## src/rtl/i2c_sm_pkg.sv

```systemverilog
package i2c_sm_pkg;
  localparam int REG_AW = 2;
  localparam int REG_DW = 8;

  typedef enum logic [1:0] {CMD_START, CMD_STOP, CMD_WRITE, CMD_READ} cmd_e;
  typedef enum logic [1:0] {NX_ADDR, NX_ADDR2, NX_TX, NX_RX} next_e;

  localparam logic [REG_DW-1:0] ST_START   = 8'h08;
  localparam logic [REG_DW-1:0] ST_RSTART  = 8'h10;
  localparam logic [REG_DW-1:0] ST_WA_ACK  = 8'h18;
  localparam logic [REG_DW-1:0] ST_WA_NAK  = 8'h20;
  localparam logic [REG_DW-1:0] ST_WD_ACK  = 8'h28;
  localparam logic [REG_DW-1:0] ST_WD_NAK  = 8'h30;
  localparam logic [REG_DW-1:0] ST_ARB     = 8'h38;
  localparam logic [REG_DW-1:0] ST_RA_ACK  = 8'h40;
  localparam logic [REG_DW-1:0] ST_RA_NAK  = 8'h48;
  localparam logic [REG_DW-1:0] ST_RD_ACK  = 8'h50;
  localparam logic [REG_DW-1:0] ST_RD_NAK  = 8'h58;
  localparam logic [REG_DW-1:0] ST_W2_ACK  = 8'hD0;
  localparam logic [REG_DW-1:0] ST_W2_NAK  = 8'hD8;
  localparam logic [REG_DW-1:0] ST_R2_ACK  = 8'hE0;
  localparam logic [REG_DW-1:0] ST_R2_NAK  = 8'hE8;
  localparam logic [REG_DW-1:0] ST_NONE    = 8'hF8;

  // control register bit positions (software decodes these)
  localparam int CB_ACK   = 2;
  localparam int CB_FLAG  = 3;
  localparam int CB_STOP  = 4;
  localparam int CB_START = 5;
  localparam int CB_EN    = 6;
  localparam int CB_IEN   = 7;

  localparam logic [REG_AW-1:0] RA_DATA = 2'd0;
  localparam logic [REG_AW-1:0] RA_CTRL = 2'd1;
  localparam logic [REG_AW-1:0] RA_STAT = 2'd2;
  localparam logic [REG_AW-1:0] RA_SRST = 2'd3;

  localparam logic [4:0] TEN_MARK = 5'b11110;
endpackage

```

## src/rtl/i2c_sm_bit_eng.sv

```systemverilog
module i2c_sm_bit_eng
  import i2c_sm_pkg::*;
#(
  parameter int BYTE_W = 8
) (
  input  logic              clk_i,
  input  logic              rst_ni,
  input  logic              clr_i,
  input  logic              tick_i,
  input  logic              cmd_valid_i,
  input  cmd_e              cmd_i,
  input  logic [BYTE_W-1:0] tx_byte_i,
  input  logic              ack_out_i,
  input  logic              sda_i,
  output logic              done_o,
  output logic              arb_lost_o,
  output logic              ack_seen_o,
  output logic [BYTE_W-1:0] rx_byte_o,
  output logic              idle_o,
  output logic              bus_held_o,
  output logic              scl_low_o,
  output logic              sda_low_o
);
  localparam int CNT_W = $clog2(BYTE_W + 1);

  typedef enum logic [1:0] {S_IDLE, S_START, S_BITS, S_STOP} st_e;

  st_e               st_q;
  logic [1:0]        q_q;
  logic [CNT_W-1:0]  bit_q;
  logic [BYTE_W-1:0] sh_q;
  logic              rd_q, ackd_q, held_q;

  wire ack_slot = (bit_q == CNT_W'(BYTE_W));

  always_ff @(posedge clk_i or negedge rst_ni) begin
    if (!rst_ni) begin
      st_q <= S_IDLE; q_q <= '0; bit_q <= '0; sh_q <= '0;
      rd_q <= 1'b0; ackd_q <= 1'b0; held_q <= 1'b0;
      done_o <= 1'b0; arb_lost_o <= 1'b0; ack_seen_o <= 1'b0;
    end else begin
      done_o <= 1'b0;
      if (clr_i) begin
        st_q <= S_IDLE; held_q <= 1'b0; arb_lost_o <= 1'b0;
      end else if (st_q == S_IDLE) begin
        if (cmd_valid_i) begin
          q_q <= '0; bit_q <= '0; arb_lost_o <= 1'b0;
          rd_q <= (cmd_i == CMD_READ);
          ackd_q <= ack_out_i;
          if (cmd_i == CMD_WRITE) sh_q <= tx_byte_i;
          unique case (cmd_i)
            CMD_START: st_q <= S_START;
            CMD_STOP:  st_q <= S_STOP;
            default:   st_q <= S_BITS;
          endcase
        end
      end else if (tick_i) begin
        q_q <= q_q + 2'd1;
        if (q_q == 2'd2 && st_q == S_BITS) begin
          if (ack_slot) begin
            if (!rd_q) ack_seen_o <= !sda_i;
          end else if (rd_q) begin
            sh_q <= {sh_q[BYTE_W-2:0], sda_i};
          end else if (sh_q[BYTE_W-1] && !sda_i) begin
            // another master owns the line: give up the byte and the bus
            st_q <= S_IDLE; held_q <= 1'b0; arb_lost_o <= 1'b1; done_o <= 1'b1;
          end
        end
        if (q_q == 2'd3) begin
          unique case (st_q)
            S_START: begin st_q <= S_IDLE; held_q <= 1'b1; done_o <= 1'b1; end
            S_STOP:  begin st_q <= S_IDLE; held_q <= 1'b0; done_o <= 1'b1; end
            S_BITS: begin
              if (ack_slot) begin
                st_q <= S_IDLE; done_o <= 1'b1;
              end else begin
                bit_q <= bit_q + CNT_W'(1);
                if (!rd_q) sh_q <= {sh_q[BYTE_W-2:0], 1'b0};
              end
            end
            default: ;
          endcase
        end
      end
    end
  end

  // quarter 0 and 3 of a bit have SCL low, 1 and 2 high
  always_comb begin
    scl_low_o = 1'b0;
    sda_low_o = 1'b0;
    unique case (st_q)
      S_IDLE:  scl_low_o = held_q;
      S_START: begin
        scl_low_o = (q_q == 2'd0) ? held_q : (q_q == 2'd3);
        sda_low_o = (q_q >= 2'd2);
      end
      S_BITS: begin
        scl_low_o = (q_q == 2'd0) || (q_q == 2'd3);
        sda_low_o = ack_slot ? (rd_q && ackd_q) : (!rd_q && !sh_q[BYTE_W-1]);
      end
      S_STOP: begin
        scl_low_o = (q_q == 2'd0);
        sda_low_o = (q_q <= 2'd1);
      end
      default: ;
    endcase
  end

  assign rx_byte_o  = sh_q;
  assign idle_o     = (st_q == S_IDLE);
  assign bus_held_o = held_q;
endmodule

```

## src/rtl/i2c_sm_ctrl.sv

```systemverilog
module i2c_sm_ctrl
  import i2c_sm_pkg::*;
(
  input  logic              clk_i,
  input  logic              rst_ni,
  input  logic              we_i,
  input  logic [REG_AW-1:0] addr_i,
  input  logic [REG_DW-1:0] wdata_i,
  output logic [REG_DW-1:0] rdata_o,
  output logic              irq_o,
  input  logic              eng_idle_i,
  input  logic              bus_held_i,
  input  logic              done_i,
  input  logic              arb_lost_i,
  input  logic              ack_seen_i,
  input  logic [REG_DW-1:0] rx_byte_i,
  output logic              cmd_valid_o,
  output cmd_e              cmd_o,
  output logic [REG_DW-1:0] tx_byte_o,
  output logic              ack_out_o,
  output logic              clr_o,
  output logic              flag_o,
  output logic [REG_DW-1:0] status_o,
  output logic              en_o
);
  logic en_q, ien_q, ack_q, sta_q, sto_q, flag_q, pend_q, rep_q, rw_q, acki_q;
  logic [REG_DW-1:0] data_q, stat_q, lat_q;
  next_e nx_q;
  cmd_e  cur_q;

  wire srst   = we_i && (addr_i == RA_SRST);
  wire can_go = en_q && !flag_q && !pend_q && eng_idle_i;

  assign clr_o = srst || !en_q;

  always_comb begin
    cmd_valid_o = 1'b0;
    cmd_o       = CMD_WRITE;
    if (can_go) begin
      if (sto_q && bus_held_i) begin
        cmd_valid_o = 1'b1; cmd_o = CMD_STOP;
      end else if (!sto_q && sta_q) begin
        cmd_valid_o = 1'b1; cmd_o = CMD_START;
      end else if (!sto_q && bus_held_i) begin
        cmd_valid_o = 1'b1;
        cmd_o = (nx_q == NX_RX) ? CMD_READ : CMD_WRITE;
      end
    end
  end

  always_ff @(posedge clk_i or negedge rst_ni) begin
    if (!rst_ni) begin
      en_q <= 1'b0; ien_q <= 1'b0; ack_q <= 1'b0; sta_q <= 1'b0; sto_q <= 1'b0;
      flag_q <= 1'b0; pend_q <= 1'b0; rep_q <= 1'b0; rw_q <= 1'b0; acki_q <= 1'b0;
      data_q <= '0; stat_q <= ST_NONE; lat_q <= '0; nx_q <= NX_ADDR; cur_q <= CMD_START;
    end else if (srst) begin
      en_q <= 1'b0; ien_q <= 1'b0; ack_q <= 1'b0; sta_q <= 1'b0; sto_q <= 1'b0;
      flag_q <= 1'b0; pend_q <= 1'b0; rep_q <= 1'b0; rw_q <= 1'b0; acki_q <= 1'b0;
      data_q <= '0; stat_q <= ST_NONE; lat_q <= '0; nx_q <= NX_ADDR; cur_q <= CMD_START;
    end else begin
      if (we_i && addr_i == RA_DATA) data_q <= wdata_i;
      if (we_i && addr_i == RA_CTRL) begin
        ien_q  <= wdata_i[CB_IEN];
        en_q   <= wdata_i[CB_EN];
        sta_q  <= wdata_i[CB_START];
        sto_q  <= wdata_i[CB_STOP];
        ack_q  <= wdata_i[CB_ACK];
        flag_q <= flag_q & wdata_i[CB_FLAG];
      end
      if (!en_q) begin
        pend_q <= 1'b0;
      end else if (cmd_valid_o) begin
        pend_q <= 1'b1; cur_q <= cmd_o; rep_q <= bus_held_i;
        lat_q  <= data_q; acki_q <= ack_q;
      end
      if (can_go && sto_q && !bus_held_i) sto_q <= 1'b0;
      if (pend_q && done_i) begin
        pend_q <= 1'b0;
        if (arb_lost_i) begin
          stat_q <= ST_ARB; flag_q <= 1'b1;
        end else begin
          unique case (cur_q)
            CMD_START: begin
              stat_q <= rep_q ? ST_RSTART : ST_START;
              flag_q <= 1'b1; sta_q <= 1'b0; nx_q <= NX_ADDR;
            end
            CMD_STOP: begin
              stat_q <= ST_NONE; sto_q <= 1'b0;
            end
            CMD_WRITE: begin
              flag_q <= 1'b1;
              unique case (nx_q)
                NX_ADDR: begin
                  rw_q <= lat_q[0];
                  if (lat_q[0]) stat_q <= ack_seen_i ? ST_RA_ACK : ST_RA_NAK;
                  else          stat_q <= ack_seen_i ? ST_WA_ACK : ST_WA_NAK;
                  if (lat_q[7:3] == TEN_MARK) nx_q <= NX_ADDR2;
                  else                        nx_q <= lat_q[0] ? NX_RX : NX_TX;
                end
                NX_ADDR2: begin
                  if (rw_q) stat_q <= ack_seen_i ? ST_R2_ACK : ST_R2_NAK;
                  else      stat_q <= ack_seen_i ? ST_W2_ACK : ST_W2_NAK;
                  nx_q <= rw_q ? NX_RX : NX_TX;
                end
                default: stat_q <= ack_seen_i ? ST_WD_ACK : ST_WD_NAK;
              endcase
            end
            CMD_READ: begin
              flag_q <= 1'b1;
              data_q <= rx_byte_i;
              stat_q <= acki_q ? ST_RD_ACK : ST_RD_NAK;
            end
            default: ;
          endcase
        end
      end
    end
  end

  always_comb begin
    unique case (addr_i)
      RA_DATA: rdata_o = data_q;
      RA_CTRL: rdata_o = {ien_q, en_q, sta_q, sto_q, flag_q, ack_q, 2'b00};
      RA_STAT: rdata_o = stat_q;
      default: rdata_o = '0;
    endcase
  end

  assign irq_o     = flag_q & ien_q;
  assign tx_byte_o = data_q;
  assign ack_out_o = ack_q;
  assign flag_o    = flag_q;
  assign status_o  = stat_q;
  assign en_o      = en_q;
endmodule

```

## src/rtl/i2c_status_master.sv

```systemverilog
module i2c_status_master
  import i2c_sm_pkg::*;
#(
  parameter int AW = REG_AW,
  parameter int DW = REG_DW
) (
  input  logic          clk_i,
  input  logic          rst_ni,
  input  logic          tick_i,
  input  logic          we_i,
  input  logic [AW-1:0] addr_i,
  input  logic [DW-1:0] wdata_i,
  output logic [DW-1:0] rdata_o,
  output logic          irq_o,
  input  logic          sda_i,
  output logic          scl_low_o,
  output logic          sda_low_o
);
  logic          eng_idle, bus_held, done, arb_lost, ack_seen, cmd_valid, ack_out, clr;
  logic          flag_w, en_w;
  logic [DW-1:0] rx_byte, tx_byte, status_w;
  cmd_e          cmd;

  i2c_sm_ctrl u_ctrl (
    .clk_i, .rst_ni, .we_i, .addr_i, .wdata_i, .rdata_o, .irq_o,
    .eng_idle_i  (eng_idle),
    .bus_held_i  (bus_held),
    .done_i      (done),
    .arb_lost_i  (arb_lost),
    .ack_seen_i  (ack_seen),
    .rx_byte_i   (rx_byte),
    .cmd_valid_o (cmd_valid),
    .cmd_o       (cmd),
    .tx_byte_o   (tx_byte),
    .ack_out_o   (ack_out),
    .clr_o       (clr),
    .flag_o      (flag_w),
    .status_o    (status_w),
    .en_o        (en_w)
  );

  i2c_sm_bit_eng #(.BYTE_W(DW)) u_eng (
    .clk_i, .rst_ni,
    .clr_i       (clr),
    .tick_i,
    .cmd_valid_i (cmd_valid),
    .cmd_i       (cmd),
    .tx_byte_i   (tx_byte),
    .ack_out_i   (ack_out),
    .sda_i,
    .done_o      (done),
    .arb_lost_o  (arb_lost),
    .ack_seen_o  (ack_seen),
    .rx_byte_o   (rx_byte),
    .idle_o      (eng_idle),
    .bus_held_o  (bus_held),
    .scl_low_o,
    .sda_low_o
  );
endmodule

```

## config.mk

```make
export PLATFORM = sky130hd
export DESIGN_NAME = i2c_status_master
export DESIGN_NICKNAME = d
export VERILOG_FILES = /design/src/rtl/i2c_sm_pkg.sv /design/src/rtl/i2c_sm_bit_eng.sv /design/src/rtl/i2c_sm_ctrl.sv /design/src/rtl/i2c_status_master.sv
export SDC_FILE = /design/constraint.sdc
export NUM_CORES = 1
export LEC_CHECK = 0
export BUFFER_PORTS_ARGS = -buffer_cell sky130_fd_sc_hd__buf_4
export CAP_MARGIN = 20
export CORE_MARGIN = 4
export CORE_UTILIZATION = 40
export DETAILED_ROUTE_END_ITERATION = 6
export SYNTH_ARGS = -nofsm -noshare
export SYNTH_HDL_FRONTEND = slang
export SYNTH_HIERARCHICAL = 1
export SYNTH_SLANG_ARGS = --single-unit
```

## constraint.sdc

```tcl
create_clock -name clk_i -period 5.5 [get_ports clk_i]
set_clock_uncertainty 0.15 [all_clocks]
set_input_delay 0.275 -clock clk_i [delete_from_list [all_inputs] [get_ports clk_i]]
set_output_delay 0.275 -clock clk_i [all_outputs]
set_load 0.02 [all_outputs]
```

==> qor.yml, run 1 <==
worstSetupPathType: "reg -> reg"
clk_latency_ps: 310
leakagePower_nw: 1.63
n_antenna_cell: 0
cts_tree: "yes"
grt_pass1_vias: 2559
timing.rr.start: "u_eng/st_q[1]"
rsz0062_at_grt: "false"
layout-area-overhead-vs-synth_pct: 10.4
worst_slack_ps: 2020
min_path_cells: 2
cpPeakStageDelay_ps: 540
cp.arrival_ps: 3560
grt_pass1_wl_um: 13200
viasPerCell: 5.71
powerDensity_nw_per_um2: 315
dp_hpwl_um: 5770
reg2reg_depth: 9
drt-total-wl_um: 7870
setup_violations: 0
end_kind: "register"
first_pass_iters: 4
grt_usage: 0.167
wl_per_cell_um: 17.2
grt_max_degree: 56
vias: 2615
finalCriticalPeriod_ps: 3480
p_total_mw: 1.14
maxCapViolations: 0
slew_headroom: 0.538
rows: 32
die_w_um: 98.5
path_buf_inv: 2
port_buffers: 25
io_pins: 26
crit_chain: "or2_1, inv_1, and4bb_2, o21ai_2, inv_1, nor4b_2, a32o_1, a21boi_4, a2bb2oi_1"
antenna_found_initial: 0
die_y_um: 98.5
min_to: "u_eng/ack_seen_o"
crit_fanout: 16
syn_nets: 364
ant_nets: 0
hold_viol_final: 0
cts.sink_count: 55
critPathLaunch: "u_eng/st_q[1]"
drive_gt1_frac: 0.169
setup_tns_ps: 0
first_iter_violations: 153
yosysWarnings: 6
crit_slowest_cell: "dfrtp_1"
synthCells: 341
r2r_slack_ps: 2020
grt-ovfl-total: 0
rr_endpoint: "u_eng/rx_byte_o[7]"
htree_levels: 2
routabilityCongestion: 0.860
cpLargestDelayFamily: "compound AO/OA/AOI/OAI gates"
min-delay-start: "sda_i"
critPathMostFrequentCell: "inv_1"
fill_cells: 779
timing.fmax_mhz: 288
root_buffer: "clkbuf_8"
core_um2: 7850
cts_buffers: 5
drc: 0
final_nets: 378
clk_path_buf_depth: 2
initial_core_util: 0.418
timing.final.crit_share: 0.632
path_clk_slew_ps: 100
cts_setup_buffers: 0
syn-mean-instance-area_um2: 9.61
outcome: "finished clean"
final_common_cell: "dfrtp_1"
required_ps: 5580
ir_drop_mv: 0.182
hold_path_class: "in -> reg"
start_kind: "register"
die_area_um2: 9700
tightest_slew_ps: 693
mostFrequentLayoutCells: "50 x dfrtp_1, 30 x mux2i_1, 28 x nand2_1"
place_ws_ps: 2100
slew_violations: 0
synth_area_um2: 3280
-- power breakdown --
group	switching, mW	total, mW	internal (mW)
Combinational	0.144	0.273	0.129
Clock	0.137	0.319	0.182
Sequential	0.0754	0.546	0.471
-- repair_timing --
action / CTS / global route
resized for setup: 0 / 0
endpoints found under the hold margin: 50 / 0
hold buffers: 1 / 0
-- final cells by class --
cell class / count / area, um2 / area share
multi-input combinational: 249 / 1710 / 0.471
sequential: 55 / 1380 / 0.382
timing repair buffer: 26 / 198 / 0.0547
tap: 102 / 128 / 0.0353
clock buffer: 5 / 68.8 / 0.0190
clock inverter: 3 / 67.6 / 0.0187
inverter: 18 / 67.6 / 0.0187
-- metal layers --
metal	up-vias	share of wire	track usage
met5	-	0	0
li1	1255	-	-
met2	54	0.48	0.264
met3	8	0.046	0.0290
met4	0	0.0093	0.0378
met1	1298	0.46	0.239
-- worst max path at each step --
stage	end	cells after the start
final	u_eng/rx_byte_o[7]	9
after global routing	u_eng/rx_byte_o[7]	9
after CTS	u_eng/rx_byte_o[6]	9
after detailed placement	u_eng/rx_byte_o[6]	9
after global placement	u_eng/rx_byte_o[7]	9
after floorplan	u_eng/rx_byte_o[1]	12
-- registers in the layout, summed over array words and instances, names as in the netlist, 4 cells and up --
register	flops
u_ctrl/status_o	5
u_ctrl/tx_byte_o	8
u_eng/bit_q	4
u_eng/rx_byte_o	8
u_ctrl/lat_q	6
-- through the flow --
stage	hold slack (ps)	area, um2	instances	util
2_1_floorplan	-171	3280	341	-
3_3_place_gp	225	3470	449	0.442
3_5_place_dp	232	3470	449	0.442
4_1_cts	22.0	3620	458	0.461
5_1_grt	30.0	3620	458	0.461
6_report	39.4	3620	458	0.461
Note: power is estimated with default switching activity, not from simulation.
==> run 2, diff against run 1 <==
==> constraint.sdc (replaced) <==
create_clock -name clk_i -period 2.88 [get_ports clk_i]
set_clock_uncertainty 0.15 [all_clocks]
set_input_delay 0.144 -clock clk_i [delete_from_list [all_inputs] [get_ports clk_i]]
set_output_delay 0.144 -clock clk_i [all_outputs]
set_load 0.02 [all_outputs]
==> run 2 against run 1 <==
  * Critical path depth unchanged
  * Via count about the same
  * First-iteration DRC count decreased by 25%
  * Register-to-register slack got worse by 1800 ps
  * Combinational power increased by 96%
  * Non-clock buffer count increased by 10
  * Total power increased by 82%
  * Die area unchanged
  * Count of clock-buffer cells in the layout unchanged
  * Largest power group unchanged
  * Highest routed layer unchanged
==> qor.yml, run 2 (synthesis gave the netlist of run 1 again) <==
setup_violations: 0  # unchanged
n_antenna_cell: 0  # unchanged
regArea_um2: 1380  # unchanged
drive_gt1_frac: 0.181  # +0.0123
combinationalPowerShare: 0.258  # +0.018
cts_tree: "yes"
min-delay-start: "tick_i"
layout-area-overhead-vs-synth_pct: 12.1
rows: 32  # unchanged
slew_headroom: 0.528  # -0.00987
port_buffers: 25  # unchanged
critPathLaunch: "u_eng/st_q[1]"
grt_pass1_wl_um: 13300  # +1.2%
crit_chain: "or2_1, inv_1, and4bb_2, o21ai_2, inv_1, nor4b_2, a32o_2, a21boi_4, a2bb2oi_1"
finalCriticalPeriod_ps: 2640  # -836 ps
dp_hpwl_um: 5730  # -0.70%
io_pins: 26  # unchanged
swShare: 0.322  # +0.00814
grt_usage: 0.167  # +0.000768
worst_slack_ps: 238  # -1780 ps
grt_max_degree: 56  # unchanged
min_path_cells: 3  # +1
initial_core_util: 0.418  # unchanged
ir_drop_mv: 0.357  # +96%
timing.final.crit_share: 0.917  # +0.285
worstSetupPathType: "reg -> reg"
viasPerCell: 5.60  # -2.0%
finalInstanceArea_um2: 3670  # +1.6%
place_inst: 455  # +1.3%
die_w_um: 98.5  # unchanged
critPathMostFrequentCell: "inv_1"
dpl-instance-area_um2: 3520  # +1.3%
end_kind: "register"
final_cells: 467  # +2.0%
die_area_um2: 9700  # unchanged
p_int_mw: 1.41  # +80%
vias: 2614  # -0.038%
wl_per_cell_um: 17.0  # -1.3%
tightest_slew_ps: 708  # +14.8 ps
cts_buffers: 5  # unchanged
reg2reg_depth: 9  # unchanged
fill_cells: 767  # -1.5%
drc: 0  # unchanged
crit_fanout: 9  # -7
p_switching_uw: 668  # +87%
cpPeakStageDelay_ps: 380  # -160 ps
hold_viol_final: 0  # unchanged
core_um2: 7850  # unchanged
final_nets: 388  # +2.6%
ant_nets: 0  # unchanged
clk_path_buf_depth: 2  # unchanged
p_seq_frac: 0.500  # +0.020
die_y_um: 98.5  # unchanged
timing.rr.start: "u_eng/st_q[1]"
clkPwrFrac: 0.243  # -0.037
grt_pass1_vias: 2586  # +1.1%
htree_levels: 2  # unchanged
setup_tns_ps: 0  # unchanged
final_common_cell: "dfrtp_1"
cts.sink_count: 55  # unchanged
powerDensity_nw_per_um2: 565  # +80%
cts_setup_buffers: 0  # unchanged
drt-total-wl_um: 7920  # +0.69%
p_total_mw: 2.08  # +82%
cp.arrival_ps: 2720  # -840 ps
maxCapViolations: 0  # unchanged
slew_violations: 0  # unchanged
first_iter_violations: 114  # -25%
root_buffer: "clkbuf_8"
hold_path_class: "in -> reg"
path_clk_slew_ps: 90  # about the same
routabilityCongestion: 0.821  # -4.6%
crit_slowest_cell: "dfrtp_1"
clk_latency_ps: 310  # about the same
leakagePower_nw: 1.67  # +2.3%
multi_input_area_um2: 1710  # about the same
final_util: 0.468  # +0.00717
antenna_found_initial: 0  # unchanged
required_ps: 2960  # -2620 ps
grt-ovfl-total: 0  # unchanged
hold_slack_ps: 20.4  # -19.1 ps
start_kind: "register"
timing.fmax_mhz: 379  # +32%
place_ws_ps: 159  # -1940 ps
mostFrequentLayoutCells: "50 x dfrtp_1, 31 x buf_4, 30 x mux2i_1"
outcome: "finished clean"
rsz0062_at_grt: "false"
first_pass_iters: 4  # unchanged
-- run 2: cell count changes in the layout (fill, tap and decap cells not counted), sizes merged --
cell,before,now
dlygate4sd3,1,5
buf,25,31
bufinv,2,1
-- run 2: routing by layer --
metal / GRT usage / vias to the layer above / wire length, um
li1: - / 1276 / -
met1: 0.236 / 1284 / 3790
met2: 0.274 / 48 / 3830
met3: 0.0248 / 6 / 230
met4: 0.0357 / 0 / 72
met5: 0 / - / 0
-- run 2: repair_timing --
| action | 4_1_cts | 5_1_grt |
|---|---|---|
| hold buffers | 5 | 0 |
| setup endpoints to repair | 0 | 3 |
| gates resized for setup | 0 | 1 |
| hold endpoints to repair | 54 | 0 |
-- run 2: cell type report --
cell class | instances | area share
repair buffers | 36 | 0.0770
clock inverters | 2 | 0.0102
flip-flops and latches | 55 | 0.376
multi-input cells | 249 | 0.465
inverters | 18 | 0.0184
well taps | 102 | 0.0347
clock buffers | 5 | 0.0187
-- run 2: final timing paths --
path                            slack [ps]                  to
worst min register to register         360        u_ctrl/ien_q
worst max register to register         240  u_eng/rx_byte_o[5]
worst min-delay path                    20        u_eng/done_o
min in group asynchronous              280         u_ctrl/en_o
worst max-delay path                   240  u_eng/rx_byte_o[5]
max in group asynchronous             1830  u_eng/rx_byte_o[3]
-- run 2: critical path: cells and delay by family, from the launching register on --
family	cells	cell delay [ps]
simple gates	3	830
compound gates	4	920
buf+inv	2	280
flops	1	380
-- run 2: power by group through the flow --
stage | clock [mW] | sequential, mW | combinational (mW)
after floorplan | 0 | 1.00 | 0.397
after global placement | 0 | 1.05 | 0.521
after CTS | 0.517 | 1.04 | 0.539
after global routing | 0.553 | 1.05 | 0.599
final | 0.504 | 1.04 | 0.535
after detailed placement | 0 | 1.05 | 0.530
